$ cat src/rtl/cwg_pkg.sv
package cwg_pkg;

  localparam int SCALE_W = 2;
  localparam int INV_W   = 2;

  typedef enum logic [INV_W-1:0] {
    INV_NONE = 2'd0,
    INV_ALL  = 2'd1,
    INV_MSB  = 2'd2,
    INV_LOW  = 2'd3
  } inv_mode_e;

  // pi/2 in Q28 fixed point
  localparam longint HALF_PI_Q28 = 64'sd421657428;

  // Rounded amp*cos((pi/2)*j/qn), evaluated at elaboration time by an
  // integer Taylor series (eight terms, Q28).
  function automatic int quarter_amp(int j, int qn, int amp);
    longint one;
    longint x;
    longint x2;
    longint term;
    longint sum;
    one  = 64'sd1 <<< 28;
    x    = (HALF_PI_Q28 * longint'(j)) / longint'(qn);
    x2   = (x * x) >>> 28;
    term = one;
    sum  = one;
    for (int n = 1; n <= 8; n++) begin
      term = -(((term * x2) >>> 28) / longint'((2 * n - 1) * (2 * n)));
      sum  = sum + term;
    end
    return int'((sum * longint'(amp) + (one >>> 1)) >>> 28);
  endfunction

endpackage

$ cat src/rtl/cwg_phase.sv
module cwg_phase #(
  parameter int ACC_W = 16,
  parameter int DIV_W = 3,
  parameter int IDX_W = 8
) (
  input  logic             clk,
  input  logic             rst_n,
  input  logic             run,
  input  logic [DIV_W-1:0] div_sel,
  input  logic [ACC_W-1:0] step,
  output logic [IDX_W-1:0] phase_idx
);

  logic [DIV_W-1:0] pre_cnt;
  logic [ACC_W-1:0] acc;
  logic             adv_tick;

  // ">=" so that a divider lowered mid-count fires at once
  assign adv_tick = run && (pre_cnt >= div_sel);

  always_ff @(posedge clk or negedge rst_n) begin
    if (!rst_n) begin
      pre_cnt <= '0;
      acc     <= '0;
    end else if (!run) begin
      pre_cnt <= '0;
      acc     <= '0;
    end else if (adv_tick) begin
      pre_cnt <= '0;
      acc     <= acc + step;
    end else begin
      pre_cnt <= pre_cnt + DIV_W'(1);
    end
  end

  assign phase_idx = acc[ACC_W-1 -: IDX_W];

  AST_OFF_CLEARS: assert property (@(posedge clk) disable iff (!rst_n)
    !run |=> (acc == '0) && (pre_cnt == '0));

  AST_IDLE_HOLDS: assert property (@(posedge clk) disable iff (!rst_n)
    (run && !adv_tick) |=> $stable(acc));

  AST_COUNT_BOUND: assert property (@(posedge clk) disable iff (!rst_n)
    (run && $past(run) && $stable(div_sel)) |-> (pre_cnt <= div_sel));

  AST_DIV0_MOVES: assert property (@(posedge clk) disable iff (!rst_n)
    (run && div_sel == '0 && step != '0) |=> !$stable(acc));

  AST_LATE_WRAP: assert property (@(posedge clk) disable iff (!rst_n)
    (run && pre_cnt > div_sel) |=> (pre_cnt == '0));

endmodule

$ cat src/rtl/cwg_cos_rom.sv
module cwg_cos_rom #(
  parameter int SAMP_W = 8,
  parameter int IDX_W  = 8
) (
  input  logic [IDX_W-1:0]  idx,
  output logic [SAMP_W-1:0] sample
);

  localparam int QN  = 2 ** (IDX_W - 2);
  localparam int QW  = IDX_W - 1;
  localparam int MID = 2 ** (SAMP_W - 1);
  localparam int AMP = MID - 1;

  logic [SAMP_W-2:0] qtab [QN+1];

  for (genvar j = 0; j <= QN; j++) begin : g_quarter
    localparam int QV = cwg_pkg::quarter_amp(j, QN, AMP);
    assign qtab[j] = QV[SAMP_W-2:0];
  end

  logic [1:0]        quad;
  logic [IDX_W-3:0]  rem;
  logic [QW-1:0]     tidx;
  logic              below_mid;
  logic [SAMP_W-2:0] mag;

  always_comb begin
    quad      = idx[IDX_W-1 -: 2];
    rem       = idx[IDX_W-3:0];
    // odd quadrants walk the table backwards
    tidx      = quad[0] ? (QW'(QN) - QW'(rem)) : QW'(rem);
    // second and third quadrants lie below mid-scale
    below_mid = quad[0] ^ quad[1];
    mag       = qtab[tidx];
    sample    = below_mid ? (SAMP_W'(MID) - SAMP_W'(mag))
                          : (SAMP_W'(MID) + SAMP_W'(mag));
  end

endmodule

$ cat src/rtl/cwg_chan.sv
module cwg_chan
  import cwg_pkg::*;
#(
  parameter int SAMP_W = 8
) (
  input  logic               clk,
  input  logic               rst_n,
  input  logic [SAMP_W-1:0]  sample,
  input  logic               src_gen,
  input  logic [SCALE_W-1:0] scale_code,
  input  logic [SAMP_W-1:0]  offset,
  input  logic [INV_W-1:0]   invert_code,
  input  logic [SAMP_W-1:0]  static_val,
  output logic [SAMP_W-1:0]  out_q
);

  localparam int MID     = 2 ** (SAMP_W - 1);
  localparam int BAND_LO = MID - MID / 8;
  localparam int BAND_HI = MID + MID / 8 - 1;

  typedef logic [SAMP_W-1:0] smp_t;

  function automatic smp_t shift_about_mid(smp_t x, logic [SCALE_W-1:0] code);
    logic signed [SAMP_W-1:0] centred;
    centred = signed'(x ^ smp_t'(MID));
    centred = centred >>> code;
    return smp_t'(centred) ^ smp_t'(MID);
  endfunction

  function automatic smp_t invert_mask(inv_mode_e m);
    case (m)
      INV_NONE: return '0;
      INV_ALL:  return '1;
      INV_MSB:  return smp_t'(MID);
      default:  return smp_t'(MID - 1);
    endcase
  endfunction

  smp_t scaled_w;
  smp_t mixed_w;
  smp_t gen_w;

  assign scaled_w = shift_about_mid(sample, scale_code);
  assign mixed_w  = scaled_w + offset;
  assign gen_w    = mixed_w ^ invert_mask(inv_mode_e'(invert_code));

  always_ff @(posedge clk or negedge rst_n) begin
    if (!rst_n) out_q <= '0;
    else        out_q <= src_gen ? gen_w : static_val;
  end

  AST_STATIC_PASS: assert property (@(posedge clk) disable iff (!rst_n)
    !src_gen |=> (out_q == $past(static_val)));

  AST_EIGHTH_BAND: assert property (@(posedge clk) disable iff (!rst_n)
    (src_gen && scale_code == SCALE_W'(3) && offset == '0 && invert_code == INV_W'(0))
    |=> (out_q >= smp_t'(BAND_LO)) && (out_q <= smp_t'(BAND_HI)));

  AST_MSB_ONLY: assert property (@(posedge clk) disable iff (!rst_n)
    (src_gen && scale_code == '0 && offset == '0 && invert_code == INV_W'(2))
    |=> (out_q[SAMP_W-1] != $past(sample[SAMP_W-1]))
        && (out_q[SAMP_W-2:0] == $past(sample[SAMP_W-2:0])));

endmodule

$ cat src/rtl/cwg_dual.sv
module cwg_dual
  import cwg_pkg::*;
#(
  parameter int NCH    = 2,
  parameter int ACC_W  = 16,
  parameter int DIV_W  = 3,
  parameter int SAMP_W = 8,
  parameter int IDX_W  = 8
) (
  input  logic                    clk,
  input  logic                    rst_n,
  input  logic                    tone_en,
  input  logic [DIV_W-1:0]        div_sel,
  input  logic [ACC_W-1:0]        freq_step,
  input  logic [NCH-1:0]          ch_src_gen,
  input  logic [NCH*SCALE_W-1:0]  ch_scale,
  input  logic [NCH*SAMP_W-1:0]   ch_offset,
  input  logic [NCH*INV_W-1:0]    ch_invert,
  input  logic [NCH*SAMP_W-1:0]   ch_static,
  output logic [NCH*SAMP_W-1:0]   ch_out
);

  localparam int MID = 2 ** (SAMP_W - 1);

  logic [IDX_W-1:0]  phase_idx;
  logic [SAMP_W-1:0] cos_sample;

  cwg_phase #(.ACC_W(ACC_W), .DIV_W(DIV_W), .IDX_W(IDX_W)) u_phase (
    .clk       (clk),
    .rst_n     (rst_n),
    .run       (tone_en),
    .div_sel   (div_sel),
    .step      (freq_step),
    .phase_idx (phase_idx)
  );

  cwg_cos_rom #(.SAMP_W(SAMP_W), .IDX_W(IDX_W)) u_rom (
    .idx    (phase_idx),
    .sample (cos_sample)
  );

  for (genvar c = 0; c < NCH; c++) begin : g_chan
    cwg_chan #(.SAMP_W(SAMP_W)) u_chan (
      .clk         (clk),
      .rst_n       (rst_n),
      .sample      (cos_sample),
      .src_gen     (ch_src_gen[c]),
      .scale_code  (ch_scale[c*SCALE_W +: SCALE_W]),
      .offset      (ch_offset[c*SAMP_W +: SAMP_W]),
      .invert_code (ch_invert[c*INV_W +: INV_W]),
      .static_val  (ch_static[c*SAMP_W +: SAMP_W]),
      .out_q       (ch_out[c*SAMP_W +: SAMP_W])
    );
  end

  AST_REST_PEAK: assert property (@(posedge clk) disable iff (!rst_n)
    !tone_en |=> (cos_sample == SAMP_W'(2 * MID - 1)));

endmodule

$ cat config.mk
export PLATFORM = sky130hd
export DESIGN_NAME = cwg_dual
export DESIGN_NICKNAME = d
export VERILOG_FILES = /design/src/rtl/cwg_pkg.sv /design/src/rtl/cwg_phase.sv /design/src/rtl/cwg_cos_rom.sv /design/src/rtl/cwg_chan.sv /design/src/rtl/cwg_dual.sv
export SDC_FILE = /design/constraint.sdc
export NUM_CORES = 1
export LEC_CHECK = 0
export CAP_MARGIN = 20
export CORE_MARGIN = 1
export CORE_UTILIZATION = 50
export DETAILED_ROUTE_END_ITERATION = 8
export PLACE_DENSITY = 0.77
export SETUP_SLACK_MARGIN = 0.4
export SYNTH_ARGS = -nofsm -noshare
export SYNTH_HDL_FRONTEND = slang
export SYNTH_SLANG_ARGS = --single-unit
export TNS_END_PERCENT = 50
$ cat constraint.sdc
create_clock -name clk -period 9.7 [get_ports clk]
set_input_delay 2.425 -clock clk [delete_from_list [all_inputs] [get_ports clk]]
set_output_delay 2.425 -clock clk [all_outputs]
set_load 0.03 [all_outputs]
==> impl_results.md, run 1 <==
- Critical path data arrival time: 6.95 ns
- Pleak: 0.002328 uW
- Synth Area in Adders: 0.1480
- FF-to-FF setup slack: 2.93 ns
- GRT Residual Overflow: 0
- Worst setup endpoint: g_chan[1].u_chan.out_q[7]$_DFF_PN0_
- Final Critical Period: 6.765 ns
- Clk slew on worst S/H paths: 0.08 ns
- Worst-margin pin slew: 0.8209 ns
- Row count: 34
- Largest cells by area after synthesis: dfrtp_1 (20%), ha_1 (13%), xnor2_1 (7.7%), mux2_2 (4.8%), o21ai_0 (3.6%)
- Total I/O pin count: 80
- Vert. Die Dim: 96.48 um
- Antenna diode count: 0
- Worst-path maximum fanout: 16
- Number of routed nets with antenna violations: 0
- Inserted Clock Buffers: 5
- M1 GR Usage: 0.3328
- Total negative setup slack: 0 ns
- Initial DRC count: 289
- Met3 Use GR: 0.03678
- Clock Skew: 0.009298 ns
- Final Hold Viols: 0
- Worst reg2reg path endpoint: g_chan[1].u_chan.out_q[7]$_DFF_PN0_
- Vias in the first global route: 3982
- YS warnings: 0
- Mux share of post-synthesis cell area: 0.08438
- Vias: 4120
- Wire length per cell: 15.69 um
- Unique masters post-synth: 70
- GRT busiest layer: met2
- Peak supply drop: 0.0001540 V
- PwrDens: 253.1 nW/um^2
- Post-synthesis instance area: 4463 sq um
- Post-Synth XOR/XNOR Area: 0.09980
- Die Wd: 96.48 um
- DRC: 0
- First-pass GRT wire length: 18.15 mm
- Fin Hold WS: 0.4764 ns
- Post-CTS setup buffer count: 0
- Synth Area per Inst: 8.501 sq um
- Die area: 9307 sq um
- Final setup vio count: 0
- Top-count cell post-synth: ha_1
- Largest family of logic cells by synthesized area: compound AO/OA/AOI/OAI gates
- Port-buffer cells: 79
- Post-synthesis sequential area ratio: 0.1962
- MaxCap Viol Count: 0
- CTS tree: yes
- Top cells by count, synth: ha_1 (48), xnor2_1 (39), dfrtp_1 (35), nand2_1 (33), o21ai_0 (32)
- Starting density of the core: 0.5143
- GRT Resource Usage Total: 0.2443
- Global placer's final weighted congestion: 0.9009
- # resized after CTS: 0
- Hold buffers post-CTS: 0
- Router iterations before antenna repair: 7
- Critical path capture point type: register
- Skew-Pair Late Insertion Delay: 0.29 ns
- Layout area overhead: 20.41%
- Pin count of the biggest net entering global routing: 36
- Startpoint Class: register
- CTS H-tree lvls: 2
- RSZ-0062 raised after global routing: no
- Critical Path RT: 9.89 ns
- Clk sinks: 35
- DRT Wirelength: 10.89 mm
- Yosys reg bits: 35
- Layout Nets: 700
- Top cell type's share of synthesized area: 0.1962
- Fmax: 0.1478 GHz
- Met2 usage: 0.4008
- CTS Root Cell: clkbuf_8
- Area leader, netlist: dfrtp_1
- WS Path Type: reg2reg
- Via-to-Cell Ratio: 5.937
- Compound-Gate Fraction of Synth Area: 0.2380
- Top FF cell, synth: dfrtp_1
- Status: finished clean
- Initial antenna violation count: 0
- Post-Synth Simple-Gate Area: 0.1766
- Reg2Reg Depth: 22
- Slew HR: 0.4527
- Worst R2R Start: u_phase.acc[8]$_DFFE_PN0P_
- Layout cells sized above 1: 0.08020
- Max Slew Vio Count: 0
- Mapped Cells: 525
- DPL Wire Length: 8.293 mm
- Post-synth EDFFs: 0
- Mapped Nets: 640
- Final period util: 0.6974
- Area of the core: 8678 sq um
- Worst Hold Class: reg2reg
- Share of flip-flops with an asynchronous set or reset: 1.000
- Critical Path Start: u_phase.acc[8]$_DFFE_PN0P_
- CTS Buffer Depth: 2
==> layer usage <==
layer	routed length, um	vias to the layer above	share of wire
li1	-	2038	-
met1	4974	1913	0.46
met2	5055	145	0.46
met3	646	24	0.059
met4	215	0	0.020
met5	0	-	0
==> report_power, final <==
group	internal, uW	switching [uW]	total, uW
clock	76.6	60.8	137
combinational	461	534	995
sequential	193	35.2	228
==> cell usage in the layout (no fill, tap or decap), drive strengths merged, types with 5 or more instances in the layout <==
cell | synthesis | final
xor2 | 10 | 10
and3 | 10 | 10
dfrtp | 35 | 35
or3 | 6 | 6
o21ai | 32 | 32
nor2 | 28 | 28
clkbuf | 14 | 5
o31ai | 8 | 8
a21o | 12 | 12
nand2b | 15 | 15
a21boi | 10 | 10
a31oi | 5 | 5
xnor2 | 40 | 40
inv | 31 | 31
nand3 | 7 | 7
a211o | 7 | 7
ha | 48 | 48
and2 | 8 | 8
mux2i | 5 | 5
mux2 | 21 | 21
clkdlybuf4s50 | 0 | 78
nand2 | 33 | 33
o211ai | 9 | 9
nor3 | 16 | 16
nor2b | 5 | 5
a21oi | 31 | 31
==> stage by stage <==
| stage | instance area [sq um] | utilization | setup WS (ns) | cells | power (uW) |
|---|---|---|---|---|---|
| final | 5374 | 0.6192 | 2.935 | 694 | 1360 |
| after detailed placement | 5261 | 0.6063 | 3.059 | 686 | 1209 |
| after CTS | 5374 | 0.6192 | 3.039 | 694 | 1357 |
| after global routing | 5374 | 0.6192 | 2.447 | 694 | 1474 |
| after global placement | 5261 | 0.6063 | 3.335 | 686 | 1190 |
| after floorplan | 4463 | - | 4.206 | 525 | 980.0 |
==> critical path, stage by stage, from the launching register on <==
cell and delay (ns):
dfrtp_1 0.67, inv_1 0.23, ha_1 0.41, nand2b_1 0.28, xnor2_2 0.58, inv_2 0.26, ha_1 0.38, nor3b_1 0.21
a211o_1 0.13, a311oi_1 0.04, a22oi_1 0.18, or4b_1 0.57, a21oi_1 0.47, xnor2_1 0.19, mux4_2 0.51, ha_1 0.34
a21o_1 0.17, a21oi_1 0.23, o21bai_1 0.10, a21oi_1 0.17, xnor2_1 0.16, xnor2_1 0.08, mux2_2 0.27
==> final cells by class <==
class	count	area (sq um)
clock buffer	5	68.82
clock inverter	3	43.79
fill	751	3304
inverter	31	116.4
multi-input combinational	431	3333
sequential	35	875.8
tap	108	135.1
timing repair buffer	81	800.8
==> how the worst min path moves through the flow <==
stage,to,slack [ns],start,depth (start not counted)
floorplan,u_phase.pre_cnt[0]$_DFF_PN0_,0.43,u_phase.pre_cnt[0]$_DFF_PN0_,1
CTS,u_phase.pre_cnt[0]$_DFF_PN0_,0.48,u_phase.pre_cnt[0]$_DFF_PN0_,1
global placement,u_phase.pre_cnt[0]$_DFF_PN0_,0.46,u_phase.pre_cnt[0]$_DFF_PN0_,1
detailed placement,u_phase.pre_cnt[0]$_DFF_PN0_,0.46,u_phase.pre_cnt[0]$_DFF_PN0_,1
finish,u_phase.pre_cnt[0]$_DFF_PN0_,0.48,u_phase.pre_cnt[0]$_DFF_PN0_,1
global route,u_phase.pre_cnt[0]$_DFF_PN0_,0.50,u_phase.pre_cnt[0]$_DFF_PN0_,1
==> sequential cells by signal, summed over array words and instances, names as in the netlist <==
register / cells
u_phase.pre_cnt: 3
g_chan.u_chan.out_q: 16
u_phase.acc: 16
==> logic make-up (layout without fill, tap and decap cells) <==
kind of cell / Yosys count / count (layout)
fa+ha+maj: 51 / 51
xor+xnor: 50 / 50
flops: 35 / 35
simple gates: 148 / 148
buf+inv: 59 / 120
mux: 30 / 30
compound gates: 152 / 152
No activity file was read; power rests on OpenSTA's default activity.
==> inputs of run 2 (changes only) <==
--- a/config.mk
+++ b/config.mk
@@ -7,9 +7,9 @@
 export LEC_CHECK = 0
 export CAP_MARGIN = 20
 export CORE_MARGIN = 1
-export CORE_UTILIZATION = 50
+export CORE_UTILIZATION = 49
 export DETAILED_ROUTE_END_ITERATION = 8
-export PLACE_DENSITY = 0.77
+export PLACE_DENSITY = 0.78
 export SETUP_SLACK_MARGIN = 0.4
 export SYNTH_ARGS = -nofsm -noshare
 export SYNTH_HDL_FRONTEND = slang
==> constraint.sdc (replaced) <==
create_clock -name clk -period 5.8 [get_ports clk]
set_input_delay 1.45 -clock clk [delete_from_list [all_inputs] [get_ports clk]]
set_output_delay 1.45 -clock clk [all_outputs]
set_load 0.03 [all_outputs]
==> impl_results.md, run 2 (same netlist as run 1, synthesis figures left out) <==
- Layout Nets: 714
- Antenna diode count: 0
- Dpl ws: 0.2287 ns
- Wire length per cell: 16.76 um
- Layout area overhead: 25.12%
- Final period util: 0.9095
- Layout cells sized above 1: 0.1433
- Final setup vio count: 0
- Vias: 4252
- Total I/O pin count: 80
- Slew HR: 0.3770
- Via-to-Cell Ratio: 6.006
- Initial DRC count: 308
- Vert. Die Dim: 97.44 um
- Leading registers by flop count: g_chan.u_chan.out_q (16), u_phase.acc (16), u_phase.pre_cnt (3)
- Reg2Reg Depth: 20
- Crit-path slowest cell: or4b_4
- Cell Int Power: 1264 uW
- Worst-path maximum fanout: 7
- Area of the core: 8763 sq um
- CTS Buffer Depth: 2
- Worst path depth: 20
- Pleak: 0.002398 uW
- Clock Skew: 0.007920 ns
- Die area: 9494 sq um
- Peak supply drop: 0.0002927 V
- CP max stage delay: 0.56 ns
- GRT Resource Usage Total: 0.2451
- Design Power: 2397 uW
- Sw Share: 0.4725
- Worst setup endpoint: g_chan[0].u_chan.out_q[7]$_DFF_PN0_
- RSZ-0062 raised after global routing: yes
- DPL Wire Length: 8.827 mm
- Worst Slack Setup Final: 0.5251 ns
- First-pass GRT wire length: 19.43 mm
- Inserted Clock Buffers: 5
- Clk pwr share: 0.078
- CTS Root Cell: clkbuf_8
- CTS tree: yes
- Core Util, Final: 0.6372
- Global placer's final weighted congestion: 0.9301
- Skew-Pair Late Insertion Delay: 0.30 ns
- Number of routed nets with antenna violations: 0
- Most common library cell in the layout ignoring fill and taps: clkdlybuf4s50_1
- DRT Wirelength: 11.87 mm
- FF-to-FF setup slack: 0.53 ns
- Delay-heaviest family, CP: simple AND/OR/NAND/NOR gates
- Power share of the sequential group: 0.158
- Worst Hold Class: reg2reg
- Worst R2R Start: u_phase.acc[8]$_DFFE_PN0P_
- Startpoint Class: register
- PwrDens: 429.2 nW/um^2
- Worst reg2reg path endpoint: g_chan[0].u_chan.out_q[7]$_DFF_PN0_
- Critical Path Start: u_phase.acc[8]$_DFFE_PN0P_
- Critical path data arrival time: 5.46 ns
- Most frequent cells in the layout: clkdlybuf4s50_1 (78), ha_1 (45), xnor2_1 (39)
- Critical Path RT: 5.98 ns
- Status: finished clean
- Net Sw Power: 1132 uW
- Die Wd: 97.44 um
- Starting density of the core: 0.5093
- Final Hold Viols: 0
- Initial antenna violation count: 0
- Pin count of the biggest net entering global routing: 36
- Clk slew on worst S/H paths: 0.08 ns
- Router iterations before antenna repair: 5
- Row count: 34
- Total negative setup slack: 0 ns
- Port-buffer cells: 79
- Fmax: 0.1896 GHz
- Final Critical Period: 5.275 ns
- Worst-margin pin slew: 0.9345 ns
- WS Path Type: reg2reg
- Crit path cell chain: inv_4, ha_2, mux2_4, ha_1, nor3b_1, a211o_1, a311oi_1, a22oi_1, or4b_4, and3_1, or2_2, mux4_2, ha_1, a21o_1, a21oi_2, o21bai_1, a21oi_1, xnor2_1, xnor2_1, mux2_2
- Buffers & Inverters on Critical Path: 1
- Max Slew Vio Count: 0
- Combinational power share: 0.764
- GRT Residual Overflow: 0
- Vias in the first global route: 4131
- Critical path capture point type: register
- CTS H-tree lvls: 2
- Clk sinks: 35
- DRC: 0
- MaxCap Viol Count: 0
## run 2: changes by cell type in the layout (fill, tap and decap cells not counted), sizes merged
cell      change
clkbuf        +1
clkinv        -1
clkinvlp      +2
buf          +12
mux2          +1
bufinv        -1
## run 2: timing repair
item,in CTS,in global routing
buffers inserted,1,4
resized for setup,10,21
endpoints found under the setup margin,2,4
cloned,0,1
hold buffers,0,0
pin swaps,2,7
## run 2: worst min path at each step
stage / start / end / slack (ns) / cells past startpoint
2_1_floorplan: u_phase.pre_cnt[0]$_DFF_PN0_ / u_phase.pre_cnt[0]$_DFF_PN0_ / 0.43 / 1
3_3_place_gp: u_phase.pre_cnt[0]$_DFF_PN0_ / u_phase.pre_cnt[0]$_DFF_PN0_ / 0.45 / 1
3_5_place_dp: u_phase.pre_cnt[0]$_DFF_PN0_ / u_phase.pre_cnt[0]$_DFF_PN0_ / 0.45 / 1
4_1_cts: u_phase.pre_cnt[0]$_DFF_PN0_ / u_phase.pre_cnt[0]$_DFF_PN0_ / 0.47 / 1
5_1_grt: u_phase.pre_cnt[0]$_DFF_PN0_ / u_phase.pre_cnt[0]$_DFF_PN0_ / 0.49 / 1
6_report: u_phase.pre_cnt[0]$_DFF_PN0_ / u_phase.pre_cnt[0]$_DFF_PN0_ / 0.46 / 1
## run 2: layer usage
layer / up-vias / part of all wire / GRT usage
met4: 0 / 0.017 / 0.06561
li1: 2061 / - / -
met2: 157 / 0.49 / 0.4201
met5: - / 0 / 0
met3: 21 / 0.053 / 0.03669
met1: 2013 / 0.44 / 0.3210
## run 2: per-stage QoR
stage,std cells,area (sq um),hold slack [ns]
3_3_place_gp,694,5330,0.4516
3_5_place_dp,694,5330,0.4506
4_1_cts,703,5465,0.4688
5_1_grt,708,5584,0.4933
2_1_floorplan,525,4473,0.4292
6_report,708,5584,0.4646
## run 2: power by group through the flow
stage | sequential (uW) | combinational, uW | clock [uW]
5_1_grt | 388 | 1990 | 199
3_3_place_gp | 375 | 1640 | 0
3_5_place_dp | 378 | 1670 | 0
2_1_floorplan | 477 | 1170 | 0
6_report | 378 | 1830 | 187
4_1_cts | 376 | 1720 | 190
## run 2: area by class of cell
cell class | instances | area [sq um]
multi-input combinational | 432 | 3458
fill | 746 | 3179
timing repair buffer | 94 | 902.1
sequential | 35 | 880.8
tap | 108 | 135.1
inverter | 31 | 118.9
clock buffer | 5 | 68.82
clock inverter | 3 | 20.02
==> inputs of run 3 (changes only) <==
--- a/config.mk
+++ b/config.mk
@@ -8,6 +8,7 @@
 export CAP_MARGIN = 20
 export CORE_MARGIN = 1
 export CORE_UTILIZATION = 49
+export CTS_CLUSTER_SIZE = 16
 export DETAILED_ROUTE_END_ITERATION = 8
 export PLACE_DENSITY = 0.78
 export SETUP_SLACK_MARGIN = 0.4
==> results of run 3 <==
The final DEF is identical to that of run 2; final timing and power are the same.
